--- config.mk ---
export PLATFORM = sky130hd
export DESIGN_NAME = tod_alarm
export DESIGN_NICKNAME = d
export VERILOG_FILES = /design/src/rtl/tod_alarm_pkg.sv /design/src/rtl/tod_alarm_cmp.sv /design/src/rtl/tod_alarm_flag.sv /design/src/rtl/tod_alarm_pulse.sv /design/src/rtl/tod_alarm.sv
export SDC_FILE = /design/constraint.sdc
export NUM_CORES = 1
export LEC_CHECK = 0
export ABC_AREA = 1
export BUFFER_PORTS_ARGS = -buffer_cell sky130_fd_sc_hd__buf_2
export CAP_MARGIN = 20
export CORE_MARGIN = 2
export CORE_UTILIZATION = 48
export CTS_BUF_LIST = sky130_fd_sc_hd__clkbuf_8
export CTS_CLUSTER_SIZE = 14
export DETAILED_ROUTE_END_ITERATION = 8
export GPL_TIMING_DRIVEN = 0
export PLACE_DENSITY = 0.89
export SLEW_MARGIN = 5
export SYNTH_ARGS = -nofsm -noshare
export SYNTH_HDL_FRONTEND = slang
export SYNTH_SLANG_ARGS = --single-unit
--- constraint.sdc ---
create_clock -name clk -period 3.3 [get_ports clk]
set_input_delay 0.66 -clock clk [delete_from_list [all_inputs] [get_ports clk]]
set_output_delay 0.66 -clock clk [all_outputs]
set_load 0.02 [all_outputs]
--- src/rtl/tod_alarm_pkg.sv ---
package tod_alarm_pkg;

    localparam int N_ALARM   = 2;
    localparam int N_FIELD   = 4;
    localparam int BYTE_W    = 8;
    localparam int WORD_W    = N_ALARM * 0 + N_FIELD * BYTE_W;
    localparam int MASK_BIT  = 7;
    localparam int REG_BASE  = 7;   // first alarm register (seconds of alarm 0)
    localparam int EN_LEVEL  = 0;   // control bit enabling the level interrupt
    localparam int EN_PULSE  = 1;   // control bit enabling the timed pulse

    typedef logic [BYTE_W-1:0] reg_byte_t;

    typedef struct packed {
        reg_byte_t day;
        reg_byte_t hour;
        reg_byte_t min;
        reg_byte_t sec;
    } tod_word_t;

    // one field agrees when masked or when its value bits are equal
    function automatic logic field_hit(input reg_byte_t alm, input reg_byte_t now);
        return alm[MASK_BIT] | (alm[MASK_BIT-1:0] == now[MASK_BIT-1:0]);
    endfunction

endpackage

--- src/rtl/tod_alarm_cmp.sv ---
module tod_alarm_cmp
    import tod_alarm_pkg::*;
(
    input  logic [WORD_W-1:0] alm_i,
    input  logic [WORD_W-1:0] now_i,
    output logic              hit_o
);
    logic [N_FIELD-1:0] fld_ok;

    for (genvar f = 0; f < N_FIELD; f++) begin : g_field
        assign fld_ok[f] = field_hit(alm_i[f*BYTE_W +: BYTE_W], now_i[f*BYTE_W +: BYTE_W]);
    end

    assign hit_o = &fld_ok;
endmodule

--- src/rtl/tod_alarm_flag.sv ---
module tod_alarm_flag
    import tod_alarm_pkg::*;
#(
    parameter int BASE = REG_BASE
) (
    input  logic       clk,
    input  logic       rst,
    input  logic       set_i,
    input  logic       visit_i,
    input  logic [7:0] visit_addr_i,
    output logic       flag_o
);
    localparam logic [6:0] WIN_LO = 7'(BASE);
    localparam logic [6:0] WIN_HI = 7'(BASE + N_FIELD - 1);

    logic [6:0] reg_idx;
    logic       clr;

    // read and write addresses differ only in bit 7
    assign reg_idx = visit_addr_i[6:0];
    assign clr     = visit_i && (reg_idx >= WIN_LO) && (reg_idx <= WIN_HI);

    always_ff @(posedge clk) begin
        if (rst)        flag_o <= 1'b0;
        else if (set_i) flag_o <= 1'b1;   // a new alarm outranks a clear
        else if (clr)   flag_o <= 1'b0;
    end
endmodule

--- src/rtl/tod_alarm_pulse.sv ---
module tod_alarm_pulse #(
    parameter int WIDTH = 2048
) (
    input  logic clk,
    input  logic rst,
    input  logic en_i,
    input  logic fire_i,
    output logic pulse_o
);
    localparam int CW = $clog2(WIDTH + 1);
    localparam logic [CW-1:0] LOAD = CW'(WIDTH - 1);

    logic          act_q;
    logic [CW-1:0] left_q;

    always_ff @(posedge clk) begin
        if (rst || !en_i) begin
            act_q  <= 1'b0;
            left_q <= '0;
        end else if (fire_i) begin
            act_q  <= 1'b1;
            left_q <= LOAD;
        end else if (act_q) begin
            if (left_q == '0) act_q  <= 1'b0;
            else              left_q <= left_q - 1'b1;
        end
    end

    assign pulse_o = act_q & en_i;
endmodule

--- src/rtl/tod_alarm.sv ---
module tod_alarm
    import tod_alarm_pkg::*;
#(
    parameter int PULSE_CYCLES = 2048
) (
    input  logic                clk,
    input  logic                rst,
    input  logic                tick_i,
    input  logic [WORD_W-1:0]   now_i,
    input  logic [WORD_W-1:0]   alm0_i,
    input  logic [WORD_W-1:0]   alm1_i,
    input  logic [7:0]          ctrl_i,
    input  logic                visit_i,
    input  logic [7:0]          visit_addr_i,
    output logic [N_ALARM-1:0]  flags_o,
    output logic                irq_n_o,
    output logic                irq_pulse_o
);
    logic [WORD_W-1:0]  alm_set [N_ALARM];
    logic [N_ALARM-1:0] hit;

    assign alm_set[0] = alm0_i;
    assign alm_set[1] = alm1_i;

    for (genvar a = 0; a < N_ALARM; a++) begin : g_alarm
        tod_alarm_cmp u_cmp (
            .alm_i (alm_set[a]),
            .now_i (now_i),
            .hit_o (hit[a])
        );
        tod_alarm_flag #(.BASE(REG_BASE + a * N_FIELD)) u_flag (
            .clk          (clk),
            .rst          (rst),
            .set_i        (tick_i & hit[a]),
            .visit_i      (visit_i),
            .visit_addr_i (visit_addr_i),
            .flag_o       (flags_o[a])
        );
    end

    assign irq_n_o = ~(flags_o[0] & ctrl_i[EN_LEVEL]);

    tod_alarm_pulse #(.WIDTH(PULSE_CYCLES)) u_pulse (
        .clk     (clk),
        .rst     (rst),
        .en_i    (ctrl_i[EN_PULSE]),
        .fire_i  (tick_i & hit[1]),
        .pulse_o (irq_pulse_o)
    );
endmodule

# Word-level counts from Yosys, hierarchy flattened
# Index checks and enable logic that the tools add are counted.
# W data, S select, Z words.
# classes
addsub,1
order_cmp,4
bitwise_logic,14
muxes,10
n_eq_ne,9
n_reduce_logical,15
# op_table
op,n
$eq A7 B7 Y1,8
$mux W11,3
$le A7 B4 Y1 const B,2
$logic_not A12 Y1,1
$sub A12 B1 Y12 const B,1
$or A1 B1 Y1,8
$reduce_and A4 Y1,2
$ge A7 B3 Y1 const B,1
$ge A7 B4 Y1 const B,1
$mux W1,7
$reduce_bool A2 Y1,3
$and A1 B1 Y1,4
$logic_and A1 B1 Y1,4
$reduce_and A2 Y1,2
$ne A2 B2 Y1 const B,1
$not A1 Y1,2
$reduce_or A2 Y1,1
$logic_not A1 Y1,1
$logic_or A1 B1 Y1,1
# totals
register_bits,15
out_inout_bits,4
inputBits,116
wordCells,58

# Longest topological paths before layout
# logic_depth
word_depth,6
depth_mapped,12
depth_no_buf,12

# Modules after synthesis
# From an unflattened synthesis, not the netlist that was laid out.
# hier_totals
hier_cells,404
area_unflattened_um2,2058.2
# by_module_without_submodules
mod,instances,seq_area_each_um2,cells_per_inst,area_per_inst_um2
tod_alarm_cmp,2,0.0,116,514.2
tod_alarm_pulse,1,260.2,136,848.3
tod_alarm_flag at g_alarm[0].u_flag,1,20.0,16,81.3
tod_alarm_flag at g_alarm[1].u_flag,1,20.0,15,81.3
tod_alarm,1,0.0,5,18.8

# Worst setup path after synthesis
# Ideal clock, no wire load.
# synth_timing
path_type,input to register
startpoint,in now_i[2]
endpoint,reg u_pulse.left_q[3]
cell_stages,10
path_slack_ps,1763
n_path_buf,1
t_arrival_ps,1472
cell_sequence,xnor2_1 > nand2_1 > nor2_1 > nand2_1 > nand2_1 > nand2_2 > nor2_4 > buf_6 > nor2_1 > nor2_1
# synth_between
elab_chain_cells,6
elab_cells_between_ends,8
cone_classes,2 x eq/ne; 1 x mux; 2 x bitwise; 3 x reduce/logical
# synth_lines
element,line_no,source
"start, declared",tod_alarm.sv:9,"input logic [WORD_W-1:0] now_i,"
$eq A7 B7 Y1 (*),tod_alarm_pkg.sv:23,return alm[MASK_BIT] | (alm[MASK_BIT-1:0] == now[MASK_BIT-1:0]);
$or A1 B1 Y1 (*),tod_alarm_pkg.sv:23,
$reduce_and A4 Y1 (*),tod_alarm_cmp.sv:14,assign hit_o = &fld_ok;
$and A1 B1 Y1 (*),tod_alarm.sv:47,".fire_i (tick_i & hit[1]),"
$ne A2 B2 Y1 (no source line) or $reduce_bool A2 Y1 (tied branches),-,
$reduce_and A2 Y1 (no source line),-,
"end signal, assigned",tod_alarm_pulse.sv:25,else left_q <= left_q - 1'b1;
"end, declared",tod_alarm_pulse.sv:14,logic [CW-1:0] left_q;
# Every way passes the cells marked *; elsewhere a longest branch is shown, timed or not.
# A chain may end at the register's enable or synchronous reset.

# Worst setup path after layout
# layout_timing
startpoint,in ctrl_i[1]
endpoint,out irq_pulse_o
# layout_between
elab_chain_cells,1
# layout_lines
element,line_no,source
"start, declared",tod_alarm.sv:12,"input logic [7:0] ctrl_i,"
$and A1 B1 Y1,tod_alarm_pulse.sv:29,assign pulse_o = act_q & en_i;
"end, declared",tod_alarm.sv:17,output logic irq_pulse_o
# Every way passes these cells.

==> flow_summary.ini <==
[floorplanning]
die_w_um = 66.24
die_area_um2 = 4387
core_um2 = 3689
ios = 120
rows = 22
initial_core_util_pct = 50.41
fp.dieH_um = 66.24

[route]
wl_um = 4486
avgViaCountPerCell = 4.553
drtIter0Drc = 81
drt_pass1_iterations = 4
routed.top_layer = met4
wl_met2_um = 2426
ant_nets = 0
vias = 2231
routedWlPerCell_um = 9.155
dr_wl_met3_um = 275
route.detailed.drc = 0
met1Wirelength_um = 1697

[synthesis]
async_flop_share_pct = 0
synth_seq_cells = 15
syn_area_um2 = 1859
synth_edf_count = 0
syn-num-nets = 448
syn_inst = 330
synth_warnings = 0
yosysSeqAreaShare_pct = 16.15
ys_types = 28
postSynthAreaPerCell_um2 = 5.634
synth_ff_type = dfxtp_1

[final_layout]
area_growth_syn_to_layout_pct = 34.72
nFillCells = 363
multi_input_area_um2 = 1296
fin_nets = 561
diodes = 0
seq_area_um2 = 300.3
drive_above_1_share_pct = 28.73

[power_and_ir_drop]
ir_drop_mv = 0.1354
power_density_nw_per_um2 = 210.2
power_leakage_nw = 1.493
fin_total_pwr_mw = 0.5266

[critical_path]
critical_path_class = primary input to output port
arrival_ps = 1010
crit_path_end_kind = output port
cpPeakStageDelay_ps = 140
worst-r2r-setup-slack_ps = 1780
crit_top_cell = buf_2
cp_data_required_time_ps = 2640
crit_start = ctrl_i[1]
cp_max_fo = 2
worstRegToRegCells = 9
crit_path_start_kind = primary input
path_cells = buf_2 -> nand2_1 -> inv_1 -> buf_2
cp_slowest_cell = buf_2
r2r_start = u_pulse.left_q[0]
path_buf_inv = 3
rr_endpoint = u_pulse.left_q[6]
crit_family = buffers and inverters

[sta]
period_needed_ps = 1666
hold_viol_final = 0
fmax_mhz = 600.4
finalWorstSetupSlack_ps = 1634
worst_pin_slew_ps = 482.7
drv_slew = 0
rsz0062_at_grt = no
setup-violations-final = 0
setup_tns_ps = 0
finClkSkew_ps = 2.912
post-route-period-util_pct = 50.47
hold_ws_ps = 485.4
relSlewSlack_pct = 67.82

[clock_network]
clkLatencyLatePin_ps = 250
cts_setup_buffers = 0
htree_levels = 1
numCtsBuffers = 3
clk_path_buf_depth = 2
cts_resized = 0
cts.sinks = 15
cts-root-buf = clkbuf_8
cts_tree = done
ctsHoldBuffers = 0
path_clk_slew_ps = 60

[job]
max_cap_viol_count = 0

[placement]
numPortBuffers = 108
hpwl_um = 4024
gp_congestion = 0.8139
pre_cts_ws_ps = 1436

[grt]
grt_max_degree = 11
first_global_vias = 2027
grt_antenna_before_repair = 0
grt_pass1_wl_um = 7652
grt_use_total_pct = 21.71
overflow = 0

[hold_path]
min_path_cells = 2
min_to = g_alarm[0].u_flag.flag_o
min_path_type = flip-flop to flip-flop
worstHoldStart = g_alarm[0].u_flag.flag_o

[status]
status = finished clean
[synthesized netlist by cell type, types with 2 or more instances]
library cell / n / area, µm²
nor4_1: 2 / 12.51
nand3_1: 13 / 65.06
xnor2_1: 35 / 306.5
nand4_1: 4 / 25.02
ha_1: 2 / 25.02
dfxtp_1: 15 / 300.3
nor2_4: 3 / 33.78
inv_1: 58 / 217.7
a21oi_1: 2 / 10.01
nor2_2: 3 / 18.77
xor2_1: 9 / 78.83
nor2_1: 65 / 244.0
buf_4: 2 / 15.01
nand2_2: 2 / 12.51
nand2_1: 98 / 367.9
o21ai_0: 3 / 15.01
buf_6: 2 / 22.52
nor3_1: 2 / 10.01
[registers in the layout (all words and copies together), names as in the netlist]
register               flops
g_alarm.u_flag.flag_o      2
u_pulse.act_q              1
u_pulse.left_q            12
[metal layers]
metal / vias up / track usage, %
met1: 955 / 21.80
met2: 71 / 44.00
li1: 1196 / -
met5: - / 0
met3: 9 / 3.748
met4: 0 / 6.888
[final cells by class]
type                    count  area share (%)
inverters                  59           8.841
flip-flops and latches     15           11.99
well taps                  48           2.398
multi-input cells         251           51.75
clock inverters             1          0.1499
clock buffers               3           1.648
repair buffers            108           21.58
plain buffers               5           1.648
[worst min-delay path, stage by stage (launching register included)]
cell and delay [ps]:
dfxtp_1 320, nand2_1 60, a21oi_1 50
[cells by family (layout without fill, tap and decap cells)]
kind of cell | Yosys count | in the layout | share of synthesized area [%]
AOI/OAI and AO/OA | 8 | 8 | 2.557
xor gates and xnor gates | 44 | 44 | 20.73
adders and majority gates | 2 | 2 | 1.346
buffers and inverters | 64 | 176 | 14.13
DFF | 15 | 15 | 16.15
muxes | 1 | 1 | 0.5384
and+or+nand+nor | 196 | 196 | 44.55
[through the flow]
stage | utilization [%] | cell area (µm²) | cells
3_5_place_dp | 66.69 | 2460 | 486
4_1_cts | 67.91 | 2505 | 490
5_1_grt | 67.91 | 2505 | 490
3_3_place_gp | 66.69 | 2460 | 486
6_report | 67.91 | 2505 | 490
2_1_floorplan | - | 1859 | 330
[power breakdown]
group | switching [mW] | internal (mW)
combinational | 0.0921 | 0.104
clock | 0.0635 | 0.0824
sequential | 0.00187 | 0.183
total | 0.157 | 0.369
[worst max-delay path by stage]
stage	end	cells past startpoint
global route	u_pulse.left_q[5]	11
detailed placement	u_pulse.left_q[3]	11
CTS	irq_pulse_o	4
finish	irq_pulse_o	4
global placement	u_pulse.act_q	11
floorplan	u_pulse.left_q[3]	10
[cell usage in the layout, fill, tap and decap left out, drive strengths merged]
master / count
a21oi: 2
buf: 112
clkbuf: 4
dfxtp: 15
ha: 2
inv: 60
mux2i: 1
nand2: 101
nand3: 14
nand3b: 1
nand4: 4
nor2: 71
nor3: 3
nor4: 2
o211ai: 1
o21a: 1
o21ai: 3
o21bai: 1
xnor2: 35
xor2: 9
Note: power is estimated with default switching activity, not from simulation.
